**src/rtl/i2cbb_pkg.sv**
```systemverilog
package i2cbb_pkg;

   typedef enum logic [2:0] {
      ST_IDLE      = 3'd0,
      ST_SHIFT_IN  = 3'd1,
      ST_ACK_SLOT  = 3'd2,
      ST_SHIFT_OUT = 3'd3,
      ST_HOST_ACK  = 3'd4,
      ST_REFUSED   = 3'd5
   } bridge_state_t;

   typedef struct packed {
      logic scl_rise;
      logic scl_fall;
      logic start;
      logic stop;
      logic bit_val;
   } bus_evt_t;

endpackage

```
**src/rtl/i2cbb_sync.sv**
```systemverilog
module i2cbb_sync #(
   parameter int STAGES  = 2,
   parameter bit RST_VAL = 1'b1
) (
   input  logic clk,
   input  logic rst_n,
   input  logic d,
   output logic q
);

   if (STAGES < 2) begin : g_bad_stages
      $error("i2cbb_sync: STAGES must be at least 2");
   end

   logic [STAGES-1:0] chain;

   always_ff @(posedge clk or negedge rst_n) begin
      if (!rst_n) chain <= {STAGES{RST_VAL}};
      else        chain <= {chain[STAGES-2:0], d};
   end

   assign q = chain[STAGES-1];

endmodule

```
**src/rtl/i2cbb_edge.sv**
```systemverilog
module i2cbb_edge
   import i2cbb_pkg::*;
(
   input  logic     clk,
   input  logic     rst_n,
   input  logic     scl_s,
   input  logic     sda_s,
   output bus_evt_t evt,
   output logic     sda_level
);

   logic scl_q;
   logic sda_q;
   logic scl_chg;
   logic sda_chg;

   always_ff @(posedge clk or negedge rst_n) begin
      if (!rst_n) begin
         scl_q <= 1'b1;
         sda_q <= 1'b1;
      end else begin
         scl_q <= scl_s;
         sda_q <= sda_s;
      end
   end

   assign scl_chg = scl_s ^ scl_q;
   assign sda_chg = sda_s ^ sda_q;

   // a clock edge wins over a data edge in the same cycle
   always_comb begin
      evt.scl_rise = scl_chg &  scl_s;
      evt.scl_fall = scl_chg & ~scl_s;
      evt.start    = ~scl_chg & scl_q & sda_chg & ~sda_s;
      evt.stop     = ~scl_chg & scl_q & sda_chg &  sda_s;
      evt.bit_val  = sda_s;
   end

   assign sda_level = sda_q;

   AST_LOW_CLOCK_QUIET: assert property (@(posedge clk) disable iff (!rst_n)
      (!scl_q && !scl_s) |-> !(evt.start || evt.stop));

endmodule

```
**src/rtl/i2cbb_core.sv**
```systemverilog
module i2cbb_core
   import i2cbb_pkg::*;
#(
   parameter int DATA_W = 8,
   localparam int ADDR_W = DATA_W - 1,
   localparam int CNT_W  = $clog2(DATA_W)
) (
   input  logic              clk,
   input  logic              rst_n,
   input  bus_evt_t          evt,
   output logic              own_drv,
   output logic              dn_start,
   output logic [ADDR_W-1:0] dn_addr,
   output logic              dn_rd,
   input  logic              dn_start_ok,
   output logic              dn_wr,
   output logic [DATA_W-1:0] dn_wdata,
   input  logic              dn_wr_ok,
   output logic              dn_rd_req,
   input  logic [DATA_W-1:0] dn_rdata,
   output logic              dn_nack,
   output logic              dn_end
);

   localparam logic [CNT_W-1:0] LAST_BIT = CNT_W'(DATA_W - 1);

   bridge_state_t     st;
   logic [CNT_W-1:0]  cnt;
   logic [DATA_W-1:0] shreg;
   logic              have_addr;
   logic              rd_mode;

   logic              in_ack_rise;
   logic              accept;
   logic              refuse;
   logic              next_rd;
   logic [DATA_W-1:0] out_byte;
   logic              out_bit;

   // downstream request strobes
   assign in_ack_rise = evt.scl_rise && (st == ST_ACK_SLOT);
   assign dn_start    = in_ack_rise && !have_addr;
   assign dn_wr       = in_ack_rise &&  have_addr;
   assign dn_addr     = shreg[DATA_W-1:1];
   assign dn_rd       = shreg[0];
   assign dn_wdata    = shreg;
   assign dn_rd_req   = evt.scl_rise && (st == ST_SHIFT_OUT) && (cnt == '0);
   assign dn_nack     = evt.scl_rise && (st == ST_HOST_ACK) && evt.bit_val;

   assign accept  = (dn_start && dn_start_ok) || (dn_wr && dn_wr_ok);
   assign refuse  = (dn_start && !dn_start_ok) || (dn_wr && !dn_wr_ok);
   assign dn_end  = (evt.stop && have_addr) || refuse;
   assign next_rd = have_addr ? rd_mode : shreg[0];

   // read byte: fresh from downstream on the first bit, shifted copy after
   assign out_byte = (cnt == '0) ? dn_rdata : shreg;
   assign out_bit  = out_byte[DATA_W-1];

   always_ff @(posedge clk or negedge rst_n) begin
      if (!rst_n) begin
         st        <= ST_IDLE;
         cnt       <= '0;
         shreg     <= '0;
         have_addr <= 1'b0;
         rd_mode   <= 1'b0;
         own_drv   <= 1'b1;
      end else if (evt.start) begin
         st        <= ST_SHIFT_IN;
         cnt       <= '0;
         have_addr <= 1'b0;
         own_drv   <= 1'b1;
      end else if (evt.stop) begin
         st        <= ST_IDLE;
         have_addr <= 1'b0;
         own_drv   <= 1'b1;
      end else if (evt.scl_fall) begin
         own_drv <= 1'b1;
      end else if (evt.scl_rise) begin
         unique case (st)
            ST_SHIFT_IN: begin
               shreg   <= {shreg[DATA_W-2:0], evt.bit_val};
               cnt     <= cnt + CNT_W'(1);
               own_drv <= 1'b1;
               if (cnt == LAST_BIT) st <= ST_ACK_SLOT;
            end
            ST_ACK_SLOT: begin
               if (accept) begin
                  own_drv   <= 1'b0;
                  have_addr <= 1'b1;
                  if (!have_addr) rd_mode <= shreg[0];
                  st        <= next_rd ? ST_SHIFT_OUT : ST_SHIFT_IN;
                  cnt       <= '0;
               end else begin
                  own_drv   <= 1'b1;
                  have_addr <= 1'b0;
                  st        <= ST_IDLE;
               end
            end
            ST_SHIFT_OUT: begin
               own_drv <= out_bit;
               shreg   <= {out_byte[DATA_W-2:0], 1'b0};
               cnt     <= cnt + CNT_W'(1);
               if (cnt == LAST_BIT) st <= ST_HOST_ACK;
            end
            ST_HOST_ACK: begin
               own_drv <= 1'b1;
               if (evt.bit_val) begin
                  st <= ST_REFUSED;
               end else begin
                  st  <= ST_SHIFT_OUT;
                  cnt <= '0;
               end
            end
            default: own_drv <= 1'b1;
         endcase
      end
   end

   AST_RELEASE_ON_FALL: assert property (@(posedge clk) disable iff (!rst_n)
      (evt.scl_fall && !evt.start && !evt.stop) |=> own_drv);
   AST_ACK_PULLS_LOW: assert property (@(posedge clk) disable iff (!rst_n)
      accept |=> !own_drv);
   AST_REFUSE_RELEASES: assert property (@(posedge clk) disable iff (!rst_n)
      refuse |=> (own_drv && st == ST_IDLE));
   AST_IDLE_QUIET: assert property (@(posedge clk) disable iff (!rst_n)
      (st == ST_IDLE || st == ST_REFUSED) |-> !(dn_start || dn_wr || dn_rd_req || dn_nack));
   AST_START_SINGLE: assert property (@(posedge clk) disable iff (!rst_n)
      dn_start |=> !dn_start);
   AST_FETCH_FIRST_BIT: assert property (@(posedge clk) disable iff (!rst_n)
      dn_rd_req |=> (cnt == CNT_W'(1) && st == ST_SHIFT_OUT));
   AST_NACK_PARKS: assert property (@(posedge clk) disable iff (!rst_n)
      dn_nack |=> (st == ST_REFUSED));
   AST_END_CLEARS_ADDR: assert property (@(posedge clk) disable iff (!rst_n)
      dn_end |=> !have_addr);

endmodule

```
**src/rtl/i2c_byte_bridge.sv**
```systemverilog
module i2c_byte_bridge
   import i2cbb_pkg::*;
#(
   parameter int DATA_W      = 8,
   parameter int SYNC_STAGES = 2,
   parameter bit OUT_REG     = 1'b0,
   localparam int ADDR_W     = DATA_W - 1
) (
   input  logic              clk,
   input  logic              rst_n,
   input  logic              scl_i,
   input  logic              sda_i,
   output logic              sda_o,
   output logic              dn_start,
   output logic [ADDR_W-1:0] dn_addr,
   output logic              dn_rd,
   input  logic              dn_start_ok,
   output logic              dn_wr,
   output logic [DATA_W-1:0] dn_wdata,
   input  logic              dn_wr_ok,
   output logic              dn_rd_req,
   input  logic [DATA_W-1:0] dn_rdata,
   output logic              dn_nack,
   output logic              dn_end
);

   if (DATA_W < 2) begin : g_bad_width
      $error("i2c_byte_bridge: DATA_W must be at least 2");
   end

   logic     scl_s;
   logic     sda_s;
   bus_evt_t evt;
   logic     sda_level;
   logic     own_drv;
   logic     wired;

   i2cbb_sync #(.STAGES(SYNC_STAGES), .RST_VAL(1'b1)) u_sync_scl (
      .clk(clk), .rst_n(rst_n), .d(scl_i), .q(scl_s));
   i2cbb_sync #(.STAGES(SYNC_STAGES), .RST_VAL(1'b1)) u_sync_sda (
      .clk(clk), .rst_n(rst_n), .d(sda_i), .q(sda_s));

   i2cbb_edge u_edge (
      .clk(clk), .rst_n(rst_n), .scl_s(scl_s), .sda_s(sda_s),
      .evt(evt), .sda_level(sda_level));

   i2cbb_core #(.DATA_W(DATA_W)) u_core (
      .clk(clk), .rst_n(rst_n), .evt(evt), .own_drv(own_drv),
      .dn_start(dn_start), .dn_addr(dn_addr), .dn_rd(dn_rd),
      .dn_start_ok(dn_start_ok), .dn_wr(dn_wr), .dn_wdata(dn_wdata),
      .dn_wr_ok(dn_wr_ok), .dn_rd_req(dn_rd_req), .dn_rdata(dn_rdata),
      .dn_nack(dn_nack), .dn_end(dn_end));

   assign wired = own_drv & sda_level;

   if (OUT_REG) begin : g_out_flop
      logic sda_r;
      always_ff @(posedge clk or negedge rst_n) begin
         if (!rst_n) sda_r <= 1'b1;
         else        sda_r <= wired;
      end
      assign sda_o = sda_r;
   end else begin : g_out_comb
      assign sda_o = wired;
   end

   AST_LOW_BUS_WINS: assert property (@(posedge clk) disable iff (!rst_n)
      (!sda_level && !OUT_REG) |-> !sda_o);
   AST_END_NOT_WITH_FETCH: assert property (@(posedge clk) disable iff (!rst_n)
      dn_end |-> !(dn_rd_req || dn_nack));

endmodule

```
**config.mk**
```make
export PLATFORM = sky130hd
export DESIGN_NAME = i2c_byte_bridge
export DESIGN_NICKNAME = d
export VERILOG_FILES = /design/src/rtl/i2cbb_pkg.sv /design/src/rtl/i2cbb_sync.sv /design/src/rtl/i2cbb_edge.sv /design/src/rtl/i2cbb_core.sv /design/src/rtl/i2c_byte_bridge.sv
export SDC_FILE = /design/constraint.sdc
export NUM_CORES = 1
export LEC_CHECK = 0
export ABC_AREA = 1
export BUFFER_PORTS_ARGS = -buffer_cell sky130_fd_sc_hd__buf_2
export CORE_ASPECT_RATIO = 1.2
export CORE_UTILIZATION = 40
export CTS_CLUSTER_DIAMETER = 100
export CTS_CLUSTER_SIZE = 20
export DETAILED_ROUTE_END_ITERATION = 8
export GPL_TIMING_DRIVEN = 0
export SLEW_MARGIN = 10
export SYNTH_ARGS = -nofsm -noshare
export SYNTH_HDL_FRONTEND = slang
export SYNTH_SLANG_ARGS = --single-unit
```
**constraint.sdc**
```tcl
create_clock -name clk -period 4.2 [get_ports clk]
set_input_delay 0.21 -clock clk [delete_from_list [all_inputs] [get_ports clk]]
set_output_delay 0.21 -clock clk [all_outputs]
set_load 0.05 [all_outputs]
```
# Word level (Yosys, flattened, before mapping)
# Cells that the tools add are included.
[word_totals]
reg_bits = 23
latch_bits = 0
ram_bits = 0
romBits = 0
inputBits = 14
output_inout_bits = 22
elab_cells = 102
n_memories = 0
[classes]
n_addsub = 1
multipliers = 0
n_div = 0
n_lt_le_gt_ge = 0
eq_ne = 12
shift = 0
muxes = 32
bitwise = 15
n_reduce_logical = 32
[ops]
columns = ["op", "n"]
rows = [
  ["$mux 3", 14],
  ["$pmux 8 s2", 1],
  ["$logic_and 1x1->1", 12],
  ["$mux 1", 12],
  ["$pmux 3 s4", 1],
  ["$reduce_and 6->1", 2],
  ["$reduce_and 5->1", 2],
  ["$pmux 3 s3", 1],
  ["$mux 8", 1],
  ["$reduce_bool 4->1", 2],
  ["$and 1x1->1", 7],
  ["$eq 3x2->1 const B", 2],
  ["$eq 3x3->1 const B", 2],
  ["$ne 3x2->1 const B", 2],
  ["$not 1->1", 6],
  ["$reduce_bool 3->1", 2],
  ["$reduce_bool 6->1", 1],
  ["$ne 2x2->1 const B", 2],
  ["$ne 4x2->1 const B", 1],
  ["$ne 4x3->1 const B", 1],
  ["$reduce_bool 2->1", 2],
  ["$add 3x1->3 const B", 1],
  ["$eq 3x1->1 const B", 1],
  ["$logic_not 1->1", 3],
  ["8 further kinds", 11],
]

# Depth between registers and ports, before layout
# Gate-level depths: netlist of run 1.
[logic_depth]
word_depth = 12
ltp_mapped = 10
ltp_nobuf = 10

# Cells and area by module
# A second synthesis of run 1 with hierarchy kept.
[unflattened]
hier_cells = 167
area_unflattened_um2 = 1333.8
[modules_own_cells]
columns = ["module", "n_inst", "cells_each", "area_per_inst_um2", "seq_area_each_um2"]
rows = [
  ["i2cbb_core", 1, 149, 1124.8, 426.7],
  ["i2cbb_sync", 2, 2, 52.6, 52.6],
  ["i2cbb_edge", 1, 12, 96.3, 52.6],
  ["i2c_byte_bridge", 1, 2, 7.5, 0.0],
]

# Worst setup path before layout of run 1
# No wires, ideal clock.
[synth_timing]
path_type = "reg-to-output"
from = "register u_sync_scl.chain[1]"
to = "output dn_end"
arrival_time_ns = 2.742
t_required_ns = 3.990
slack_ns = 1.248
stages_incl_launch_ff = 4
n_path_buf = 0
cell_sequence = "dfstp_2 ha_1 nand2_1 o311ai_0"
[synth_via]
elab_chain_cells = 7
elab_cells_between_ends = 14
cone_classes = "bitwise (6); reduce/logical (8)"
[synth_rtl]
columns = ["item", "line_no", "text"]
rows = [
  ["start, declared", "i2cbb_sync.sv:15", "logic [STAGES-1:0] chain;"],
  ["start signal, assigned", "i2cbb_sync.sv:18", "if (!rst_n) chain <= {STAGES{RST_VAL}};"],
  ["start signal, assigned", "i2cbb_sync.sv:19", "else chain <= {chain[STAGES-2:0], d};"],
  ["$xor 1x1->1", "i2cbb_edge.sv:27", "assign scl_chg = scl_s ^ scl_q;"],
  ["$not 1->1 / $and 1x1->1 (equally long branches)", "i2cbb_edge.sv:35, i2cbb_edge.sv:32", ""],
  ["$and 1x1->1 / $logic_and 1x1->1 (equally long branches)", "i2cbb_edge.sv:35, i2cbb_core.sv:41", ""],
  ["$and 1x1->1 (tied with other cells)", "i2cbb_edge.sv:35", "evt.stop = ~scl_chg & scl_q & sda_chg & sda_s;"],
  ["$and 1x1->1 / $logic_and 1x1->1 (equally long branches)", "i2cbb_edge.sv:35, i2cbb_core.sv:51", ""],
  ["$logic_and 1x1->1 / $logic_or 1x1->1 (equally long branches)", "i2cbb_core.sv:52, i2cbb_core.sv:51", ""],
  ["$logic_or 1x1->1 (*)", "i2cbb_core.sv:52", "assign dn_end = (evt.stop && have_addr) || refuse;"],
  ["end, declared", "i2c_byte_bridge.sv:24", "output logic dn_end"],
]
# Every way passes the cells marked *; elsewhere a longest branch is shown, timed or not.

# Worst setup path in the final report of run 1
# Ends and elaborated chain as after synthesis.

==> impl_metrics.env, run 1 <==
export IMPL_outcome="finished clean"
export IMPL_worst_r2r_setup_slack_ps=2550
export IMPL_grt_start_max_net_pins=24
export IMPL_initial_core_util_pct=43.1
export IMPL_syn_area_um2=1350
export IMPL_cp_max_fo=8
export IMPL_dpl_instance_area_um2=1570
export IMPL_cts_root_buffer="clkbuf_4"
export IMPL_antenna_cells=0
export IMPL_final_area_um2=1630
export IMPL_slew_headroom_pct=65.1
export IMPL_min_delay_start="dn_rdata[6]"
export IMPL_drv_cap=0
export IMPL_yosys_warnings=0
export IMPL_cts_reportedPaths_clkPinSlew_ps=130
export IMPL_grt_pass1_wl_um=4670
export IMPL_gp_congestion=0.880
export IMPL_arrival_ps=2000
export IMPL_crit_required_ps=3990
export IMPL_syn_to_final_growth_pct=20.5
export IMPL_grt_use_met2_pct=30.7
export IMPL_coreArea_um2=3140
export IMPL_ir_worst_vdd_v=0.000519
export IMPL_reg2reg_from="u_sync_scl.chain[1]"
export IMPL_min_period_ps=2210
export IMPL_port_buffers=35
export IMPL_final_layout_size_suffix_gt1_share_pct=32.2
export IMPL_io_pins=36
export IMPL_drc_errors=0
export IMPL_rsz0062_at_grt="false"
export IMPL_start_kind="flop"
export IMPL_cts_tree="done"
export IMPL_drtIter0Drc=45
export IMPL_die_x_um=55.1
export IMPL_final_antenna_net_count=0
export IMPL_hp_class="input pin to flop"
export IMPL_hold_viol=0
export IMPL_ys_ff_latch=23
export IMPL_avgViaCountPerCell=4.78
export IMPL_timing_setup_critical_path_class="flop to output pin"
export IMPL_vias=1167
export IMPL_cts_sinks=23
export IMPL_die_h_um=65.7
export IMPL_p_leak_nw=0.915
export IMPL_power_density_nw_per_um2=666
export IMPL_busiest_layer="met2"
export IMPL_fmax_mhz=452
export IMPL_cts_htree_levels=1
export IMPL_final_nets=229
export IMPL_r2r_end="u_core.st[0]"
export IMPL_whs_path_depth=3
export IMPL_maxSlewViolCount=0
export IMPL_yosysSeqAreaShare_pct=43.2
export IMPL_min_to="u_core.dn_wdata[7]"
export IMPL_fin_crit_sh_pct=52.7
export IMPL_numCtsBuffers=3
export IMPL_syn_inst=166
export IMPL_end_kind="output pin"
export IMPL_fillers=334
export IMPL_max_slew_worst_pin_slew_ps=523
export IMPL_grt_pass1_vias=1076
export IMPL_cts_buffer_depth=2
export IMPL_drt_first_pass_iters=4
export IMPL_antenna_found_initial=0
export IMPL_synth_nets=186
export IMPL_wl_um=2790
export IMPL_synth_cell_types=23
export IMPL_tns_ps=0
export IMPL_num_rows=22
export IMPL_gr_usage_met3_pct=2.31
export IMPL_clkLatencyLatePin_ps=310
export IMPL_dieArea_um2=3620
export IMPL_grt_use_total_pct=17.8
export IMPL_routedWlPerCell_um=11.5
export IMPL_hpwl_um=2160
export IMPL_r2r_cells=7
export IMPL_setup_violations=0
export IMPL_grtUsageMet1_pct=21.7
export IMPL_synth_avg_cell_area_um2=8.15
export IMPL_fin_skew_ps=9.19
export IMPL_overflow=0
## sequential cells by signal (all words and copies together), names as in the netlist
signal            count
u_core.dn_wdata       8
u_core.rd_mode        1
u_edge.scl_q          1
u_sync_sda.chain      2
u_core.own_drv        1
u_core.st             3
u_core.have_addr      1
u_edge.sda_level      1
u_sync_scl.chain      2
u_core.cnt            3
## per-layer routing
metal | vias up | wire length, um
met4 | 0 | 24
met2 | 31 | 1410
met3 | 2 | 133
met5 | - | 0
li1 | 609 | -
met1 | 525 | 1230
## cells by family (layout without fill, tap and decap cells)
| logic type | Yosys count | count (layout) | share of synthesized area, % |
|---|---|---|---|
| simple gates | 82 | 82 | 29.0 |
| compound gates | 20 | 20 | 9.16 |
| buf+inv | 35 | 77 | 13.0 |
| fa+ha+maj | 6 | 6 | 5.55 |
| flops | 23 | 23 | 43.2 |
## where the power goes
group / leakage (nW) / switching [mW] / total [mW] / internal, mW
Combinational: 0.615 / 0.455 / 0.637 / 0.181
Sequential: 0.282 / 0.0568 / 0.349 / 0.292
Clock: 0.0177 / 0.0648 / 0.100 / 0.0355
## Yosys cell counts
| library cell | instances | share of area [%] |
|---|---|---|
| nor2_1 | 14 | 3.9 |
| nand3_4 | 1 | 1.3 |
| dfrtp_1 | 16 | 30 |
| or2_1 | 1 | 0.46 |
| nand4_1 | 4 | 1.8 |
| buf_4 | 8 | 4.4 |
| nand2_1 | 38 | 11 |
| a21oi_1 | 1 | 0.37 |
| inv_1 | 23 | 6.4 |
| dfstp_2 | 7 | 14 |
| nor2_8 | 1 | 1.5 |
| o21ai_1 | 8 | 3.0 |
| ha_1 | 6 | 5.6 |
| nor2_2 | 3 | 1.4 |
| or2_0 | 1 | 0.46 |
| nand2_2 | 3 | 1.4 |
| o21ai_0 | 2 | 0.74 |
| o211ai_1 | 8 | 4.4 |
| o311ai_0 | 1 | 0.65 |
| nand3_1 | 15 | 5.6 |
| inv_2 | 2 | 0.56 |
| nand3_2 | 1 | 0.74 |
| buf_6 | 2 | 1.7 |
## worst max-delay path, stage by stage, from the launching register on
cell	delay [ps]
dfstp_2	590
ha_1	150
inv_1	30
nor2_1	130
nand2_2	160
inv_1	130
nand3_1	80
o311ai_0	100
buf_2	330
## area by class of cell
type	instances	area [um^2]	area share, %
Timing Repair Buffer	38	205	12.6
Inverter	25	93.8	5.76
Clock buffer	3	22.5	1.38
Clock inverter	1	5.00	0.307
Multi-Input combinational cell	108	592	36.3
Buffer	10	82.6	5.07
Sequential cell	23	584	35.8
Tap cell	36	45.0	2.76
## worst max-delay path by stage
| stage | startpoint | slack (ps) | cells after the start | to |
|---|---|---|---|---|
| finish | u_sync_scl.chain[1] | 1990 | 8 | dn_end |
| global route | u_sync_scl.chain[1] | 1800 | 4 | dn_end |
| CTS | u_sync_scl.chain[1] | 1970 | 4 | dn_end |
| detailed placement | u_sync_scl.chain[1] | 2340 | 4 | dn_end |
| global placement | u_sync_scl.chain[1] | 2410 | 8 | dn_end |
| floorplan | u_sync_scl.chain[1] | 1250 | 3 | dn_end |
## through the flow
| stage | std cells | utilization, % | power [mW] | hold slack (ps) | worst slack (ps) |
|---|---|---|---|---|---|
| after floorplan | 166 | - | 0.862 | -85.6 | 1250 |
| after global placement | 237 | 50.1 | 0.985 | 219 | 2410 |
| after detailed placement | 237 | 50.1 | 0.992 | 221 | 2340 |
| after CTS | 244 | 52.0 | 1.10 | 154 | 1970 |
| after global routing | 244 | 52.0 | 1.16 | 167 | 1800 |
| final | 244 | 52.0 | 1.09 | 169 | 1990 |
## placed cells by master (no fill, tap or decap), types with 3 or more instances in the layout
cell / n
o21ai_1: 8
clkbuf_4: 3
nand2_1: 38
nor2_2: 3
nand4_1: 4
nor2_1: 14
dfstp_2: 7
dlygate4sd3_1: 3
buf_2: 35
ha_1: 6
nand2_2: 3
dfrtp_1: 16
o211ai_1: 8
nand3_1: 15
buf_4: 8
inv_1: 23
## what timing repair did
action,4_1_cts,5_1_grt
buffers inserted,0,0
hold endpoints to repair,18,0
gates resized for setup,0,0
hold buffers,3,0
No activity file was read; power rests on OpenSTA's default activity.
==> run 2: changes to the inputs <==
--- a/config.mk
+++ b/config.mk
@@ -5,7 +5,7 @@
 export SDC_FILE = /design/constraint.sdc
 export NUM_CORES = 1
 export LEC_CHECK = 0
-export ABC_AREA = 1
+export ABC_AREA = 0
 export BUFFER_PORTS_ARGS = -buffer_cell sky130_fd_sc_hd__buf_2
 export CORE_ASPECT_RATIO = 1.2
 export CORE_UTILIZATION = 40
==> constraint.sdc (replaced) <==
create_clock -name clk -period 2.1 [get_ports clk]
set_input_delay 0.105 -clock clk [delete_from_list [all_inputs] [get_ports clk]]
set_output_delay 0.105 -clock clk [all_outputs]
set_load 0.05 [all_outputs]
==> run 2 against run 1 <==
Compared with the run above: sequential power rose by 80%; clock power rose by 110%; clock skew grew 2.7 ps; synthesized cell count is 20% lower; largest power group unchanged; combinational power grew 54%.
==> impl_metrics.env, run 2 <==
export IMPL_min_delay_start="dn_rdata[4]"
export IMPL_fillers=297
export IMPL_yosysTopAreaCell="dfrtp_1"
export IMPL_synth_edf_count=0
export IMPL_syn_to_final_growth_pct=25.5
export IMPL_cts_htree_levels=1
export IMPL_numCtsBuffers=3
export IMPL_gr_usage_met3_pct=2.54
export IMPL_cp_max_fo=6
export IMPL_cpMaxStageDelayCell="dfstp_2"
export IMPL_ir_worst_vdd_v=0.00104
export IMPL_fin_skew_ps=11.9
export IMPL_end_kind="flop"
export IMPL_arrival_ps=2220
export IMPL_worst_r2r_setup_slack_ps=100
export IMPL_dieArea_um2=3640
export IMPL_initial_core_util_pct=43.4
export IMPL_tns_ps=0
export IMPL_timing_setup_critical_path_class="flop to flop"
export IMPL_ys_top_cells_by_area="dfrtp_1 (29%), dfstp_2 (14%), mux2i_1 (6.6%), ha_1 (5.5%), a21oi_1 (4.4%)"
export IMPL_p_leak_nw=0.828
export IMPL_async_reset_ff_share_pct=100
export IMPL_grt_pass1_vias=1054
export IMPL_cts_reportedPaths_clkPinSlew_ps=130
export IMPL_num_rows=22
export IMPL_reg2reg_from="u_sync_scl.chain[1]"
export IMPL_hpwl_um=2170
export IMPL_final_area_um2=1710
export IMPL_synth_main_ff_cell="dfrtp_1"
export IMPL_grt_use_met2_pct=31.0
export IMPL_overflow=0
export IMPL_slew_headroom_pct=66.2
export IMPL_r2r_end="u_core.dn_wdata[0]"
export IMPL_gp_congestion=0.912
export IMPL_antenna_found_initial=0
export IMPL_cts_sinks=23
export IMPL_fmax_mhz=499
export IMPL_hp_class="input pin to flop"
export IMPL_synth_cell_types=41
export IMPL_cts_root_buffer="clkbuf_4"
export IMPL_power_density_nw_per_um2=1060
export IMPL_routedWlPerCell_um=13.4
export IMPL_final_nets=198
export IMPL_grt_pass1_wl_um=5020
export IMPL_drtIter0Drc=41
export IMPL_max_slew_worst_pin_slew_ps=506
export IMPL_min_period_ps=2000
export IMPL_io_pins=36
export IMPL_crit_required_ps=2320
export IMPL_dpl_instance_area_um2=1590
export IMPL_path_cells="inv_1 > ha_2 > and4bb_1 > a21boi_4 > buf_12 > mux2_1"
export IMPL_cts_buffer_depth=2
export IMPL_avgViaCountPerCell=5.28
export IMPL_coreArea_um2=3140
export IMPL_min_to="u_core.dn_wdata[5]"
export IMPL_maxSlewViolCount=0
export IMPL_synth_avg_cell_area_um2=10.2
export IMPL_setup_violations=0
export IMPL_final_antenna_net_count=0
export IMPL_synth_top_area_share_pct=29.4
export IMPL_cp_num_buf_inv=2
export IMPL_final_cell_mix="buf_2 (37), nor2_1 (16), dfrtp_1 (16)"
export IMPL_outcome="finished clean"
export IMPL_whs_path_depth=3
export IMPL_syn_area_um2=1360
export IMPL_antenna_cells=0
export IMPL_grt_start_max_net_pins=24
export IMPL_start_kind="flop"
export IMPL_port_buffers=35
export IMPL_yosysSeqAreaShare_pct=42.9
export IMPL_rsz0062_at_grt="false"
export IMPL_ys_ff_latch=23
export IMPL_final_common_cell="buf_2"
export IMPL_max_stage_delay_ps=600
export IMPL_final_layout_size_suffix_gt1_share_pct=42.4
export IMPL_yosys_warnings=0
export IMPL_r2r_cells=6
export IMPL_drt_first_pass_iters=4
export IMPL_hold_viol=0
export IMPL_cts_tree="done"
export IMPL_cp_top_family="flip-flops"
export IMPL_syn_inst=133
export IMPL_synth_nets=153
export IMPL_drc_errors=0
export IMPL_drv_cap=0
export IMPL_busiest_layer="met2"
export IMPL_fin_crit_sh_pct=95.4
export IMPL_largest_register_ffs=8
export IMPL_vias=1124
export IMPL_die_h_um=65.9
export IMPL_clkLatencyLatePin_ps=320
export IMPL_die_x_um=55.3
export IMPL_ys_top_cells_by_count="dfrtp_1 (16), nor2_1 (16), a21oi_1 (12)"
export IMPL_wl_um=2850
export IMPL_grtUsageMet1_pct=21.3
export IMPL_grt_use_total_pct=17.8
==> run 2: worst min-delay path, cell delays in order <==
cell and delay [ps]:
buf_2 80, mux2i_1 50, a21oi_1 130
==> run 2: cell families (layout without fill, tap and decap cells) <==
family                     Yosys count  after routing  share of synthesized area (%)
AOI/OAI and AO/OA                   25             25                           13.2
and+or+nand+nor                     43             43                           18.3
adders and majority gates            6              6                           5.51
buffers and inverters               22             66                           9.65
DFF                                 23             23                           42.9
xor gates and xnor gates             2              2                           1.29
muxes                               12             12                           9.10
==> run 2: repair_timing <==
item / CTS / global route
buffers inserted: 0 / 2
hold buffers: 3 / 0
pin swaps: 0 / 1
gates resized for setup: 5 / 6
endpoints found under the hold margin: 18 / 0
endpoints found under the setup margin: 2 / 9
==> run 2: layer usage <==
| layer | up-vias | wire length [um] |
|---|---|---|
| met2 | 27 | 1490 |
| met1 | 545 | 1200 |
| met5 | - | 0 |
| met4 | 0 | 61 |
| met3 | 8 | 96 |
| li1 | 544 | - |
==> run 2: worst max path at each step <==
stage / cells past startpoint / start / endpoint / slack [ps]
6_report: 6 / u_sync_scl.chain[1] / u_core.dn_wdata[0] / 100
4_1_cts: 7 / u_sync_scl.chain[1] / u_core.dn_wdata[6] / 30
3_3_place_gp: 7 / u_sync_scl.chain[1] / u_core.dn_wdata[6] / 90
5_1_grt: 6 / u_core.cnt[0] / dn_rd_req / 5
3_5_place_dp: 7 / u_sync_scl.chain[1] / u_core.dn_wdata[5] / 40
2_1_floorplan: 5 / u_core.cnt[0] / dn_rd_req / 180
==> run 2: power breakdown <==
part	switching (mW)	total [mW]	internal, mW
clock network	0.133	0.207	0.0742
registers	0.0894	0.627	0.537
logic	0.675	0.983	0.307
==> run 2: final cells by class <==
class                   instances  area (um^2)  share of cell area (%)
flip-flops and latches         23          584                    34.2
clock buffers                   4         26.3                    1.54
plain buffers                  14          105                    6.15
repair buffers                 40          239                    14.0
well taps                      36         45.0                    2.64
multi-input cells              88          678                    39.7
inverters                       8         30.0                    1.76
==> run 2: metrics by stage <==
step	hold WS (ps)	utilization, %	cells	power [mW]	worst slack, ps
after floorplan	-191	-	133	1.40	178
after global placement	109	50.6	204	1.59	86.4
after detailed placement	110	50.6	204	1.61	36.9
after CTS	69.2	52.8	211	1.82	27.3
after global routing	78.4	54.4	213	1.93	5.34
final	77.3	54.4	213	1.82	95.7
==> run 3: changes to the inputs <==
--- a/config.mk
+++ b/config.mk
@@ -7,12 +7,15 @@
 export LEC_CHECK = 0
 export ABC_AREA = 0
 export BUFFER_PORTS_ARGS = -buffer_cell sky130_fd_sc_hd__buf_2
+export CAP_MARGIN = 20
 export CORE_ASPECT_RATIO = 1.2
 export CORE_UTILIZATION = 40
 export CTS_CLUSTER_DIAMETER = 100
 export CTS_CLUSTER_SIZE = 20
 export DETAILED_ROUTE_END_ITERATION = 8
 export GPL_TIMING_DRIVEN = 0
+export PLACE_DENSITY = 0.66
+export SETUP_SLACK_MARGIN = 0.5
 export SLEW_MARGIN = 10
 export SYNTH_ARGS = -nofsm -noshare
 export SYNTH_HDL_FRONTEND = slang
==> constraint.sdc (replaced) <==
create_clock -name clk -period 1.7 [get_ports clk]
set_input_delay 0.085 -clock clk [delete_from_list [all_inputs] [get_ports clk]]
set_output_delay 0.085 -clock clk [all_outputs]
set_load 0.05 [all_outputs]
==> run 3 against run 2 <==
Compared with the run above: utilization is 14 points higher; critical path depth stayed put; critical endpoint unchanged; largest power group unchanged; routed wire length is 15% higher; die area stayed put; worst hold slack worse by 15 ps; the flow now finishes with violations (negative setup slack); global-route usage is 0.27 points lower; sequential share of layout area is 6.9 points lower; via count is 5.2% higher.
==> impl_metrics.env, run 3 (synthesis gave the netlist of run 2 again) <==
export IMPL_cts_tree="done"
export IMPL_io_pins=36
export IMPL_rsz0062_at_grt="true"
export IMPL_antenna_found_initial=0
export IMPL_tns_ps=-3010
export IMPL_cpMaxStageDelayCell="dfstp_2"
export IMPL_vias=1182
export IMPL_place_ws_ps=-180
export IMPL_drtIter0Drc=15
export IMPL_gp_congestion=0.826
export IMPL_start_kind="flop"
export IMPL_max_slew_worst_pin_slew_ps=523
export IMPL_initial_core_util_pct=43.4
export IMPL_crit_required_ps=1910
export IMPL_cp_top_family="flip-flops"
export IMPL_numCtsBuffers=3
export IMPL_dieArea_um2=3640
export IMPL_timing_setup_critical_path_class="flop to flop"
export IMPL_hpwl_um=2070
export IMPL_drc_errors=0
export IMPL_grt_pass1_vias=1110
export IMPL_fin_skew_ps=6.68
export IMPL_cts_reportedPaths_clkPinSlew_ps=130
export IMPL_grt_start_max_net_pins=24
export IMPL_avgViaCountPerCell=5.14
export IMPL_slew_headroom_pct=65.1
export IMPL_max_stage_delay_ps=600
export IMPL_final_antenna_net_count=0
export IMPL_final_nets=215
export IMPL_ir_worst_vdd_v=0.00107
export IMPL_fmax_mhz=517
export IMPL_syn_to_final_growth_pct=56.9
export IMPL_end_kind="flop"
export IMPL_final_layout_size_suffix_gt1_share_pct=64.4
export IMPL_cp_max_fo=6
export IMPL_maxSlewViolCount=0
export IMPL_port_buffers=35
export IMPL_fin_crit_sh_pct=114
export IMPL_p_leak_nw=0.974
export IMPL_cts_buffer_depth=2
export IMPL_cp_num_buf_inv=2
export IMPL_drt_first_pass_iters=4
export IMPL_fin_total_pwr_mw=2.55
export IMPL_drv_cap=0
export IMPL_hp_class="input pin to flop"
export IMPL_cts_root_buffer="clkbuf_4"
export IMPL_grt_pass1_wl_um=5060
export IMPL_cts_htree_levels=1
export IMPL_power_density_nw_per_um2=1190
export IMPL_final_common_cell="buf_4"
export IMPL_routedWlPerCell_um=14.2
export IMPL_clkLatencyLatePin_ps=310
export IMPL_die_x_um=55.3
export IMPL_hold_viol=0
export IMPL_min_period_ps=1930
export IMPL_grt_use_total_pct=17.5
export IMPL_cts_sinks=23
export IMPL_antenna_cells=0
export IMPL_wl_um=3270
export IMPL_setup_ws_ps=-233
export IMPL_overflow=0
export IMPL_setup_violations=19
export IMPL_coreArea_um2=3140
export IMPL_outcome="finished with violations"
export IMPL_largest_register_ffs=8
export IMPL_num_rows=22
export IMPL_violations="negative setup slack"
export IMPL_path_cells="buf_6 > inv_4 > ha_4 > and4bb_2 > a21boi_4 > mux2_4"
export IMPL_arrival_ps=2140
export IMPL_final_cell_mix="buf_4 (25), buf_2 (23), dfrtp_1 (16)"
export IMPL_die_h_um=65.9
## run 3: changes by cell type in the layout (fill, tap and decap cells not counted), moves of 4 or more
cell and change:
a21oi_1 -6, a21oi_2 +6, buf_2 -14, buf_4 +16, buf_6 +11, inv_1 -4
nor2_1 -9, nor2_4 +6
## run 3: layer usage
layer	wire length [um]	part of all wire [%]	up-vias	global-route usage [%]
li1	-	-	576	-
met1	1370	42	581	22.5
met2	1780	55	23	29.7
met3	93	2.8	2	2.54
met4	20	0.61	0	6.88
met5	0	0	-	0
## run 3: path summary, 6_finish.rpt
path	endpoint	slack (ps)	depth (start not counted)	from
min	u_core.dn_wdata[7]	60	3	dn_rdata[6]
min reg2reg	u_sync_sda.chain[1]	370	0	u_sync_sda.chain[0]
min in group asynchronous	u_core.dn_wdata[2]	280	2	rst_n
max reg2reg	u_core.dn_wdata[0]	-230	6	u_sync_scl.chain[1]
max	u_core.dn_wdata[0]	-230	6	u_sync_scl.chain[1]
max in group asynchronous	u_edge.scl_q	1060	2	rst_n
## run 3: stage by stage
stage                     instance area (um^2)  instances  util, %  hold slack (ps)
after floorplan                           1450        133        -             -211
after global placement                    1670        204     53.3             87.0
after detailed placement                  1670        204     53.3             85.2
after CTS                                 1950        224     62.0             48.7
after global routing                      2140        230     68.1             68.3
final                                     2140        230     68.1             62.3
## run 3: area by class of cell
type / instances / area [um^2]
buffer: 14 / 118
clock buffer: 4 / 26.3
fill: 247 / 1000
inverter: 8 / 32.5
multi-input combinational: 88 / 871
sequential: 23 / 584
tap: 36 / 45.0
timing repair buffer: 57 / 459
## run 3: where the power goes
part / internal (mW) / switching [mW] / total, mW
Sequential: 0.664 / 0.129 / 0.793
Clock: 0.0917 / 0.166 / 0.258
Combinational: 0.577 / 0.919 / 1.50
Total: 1.33 / 1.21 / 2.55
## run 3: worst min-delay path: stages
cell and delay (ps):
buf_2 70, mux2i_1 50, a21oi_1 130
## run 3: repair_timing
item                       CTS  global route
cloned                       1             0
pin swaps                    7             7
buffers inserted            12             6
setup endpoints to repair   24            31
hold buffers                 3             0
hold endpoints to repair    18             0
resized for setup           32            44
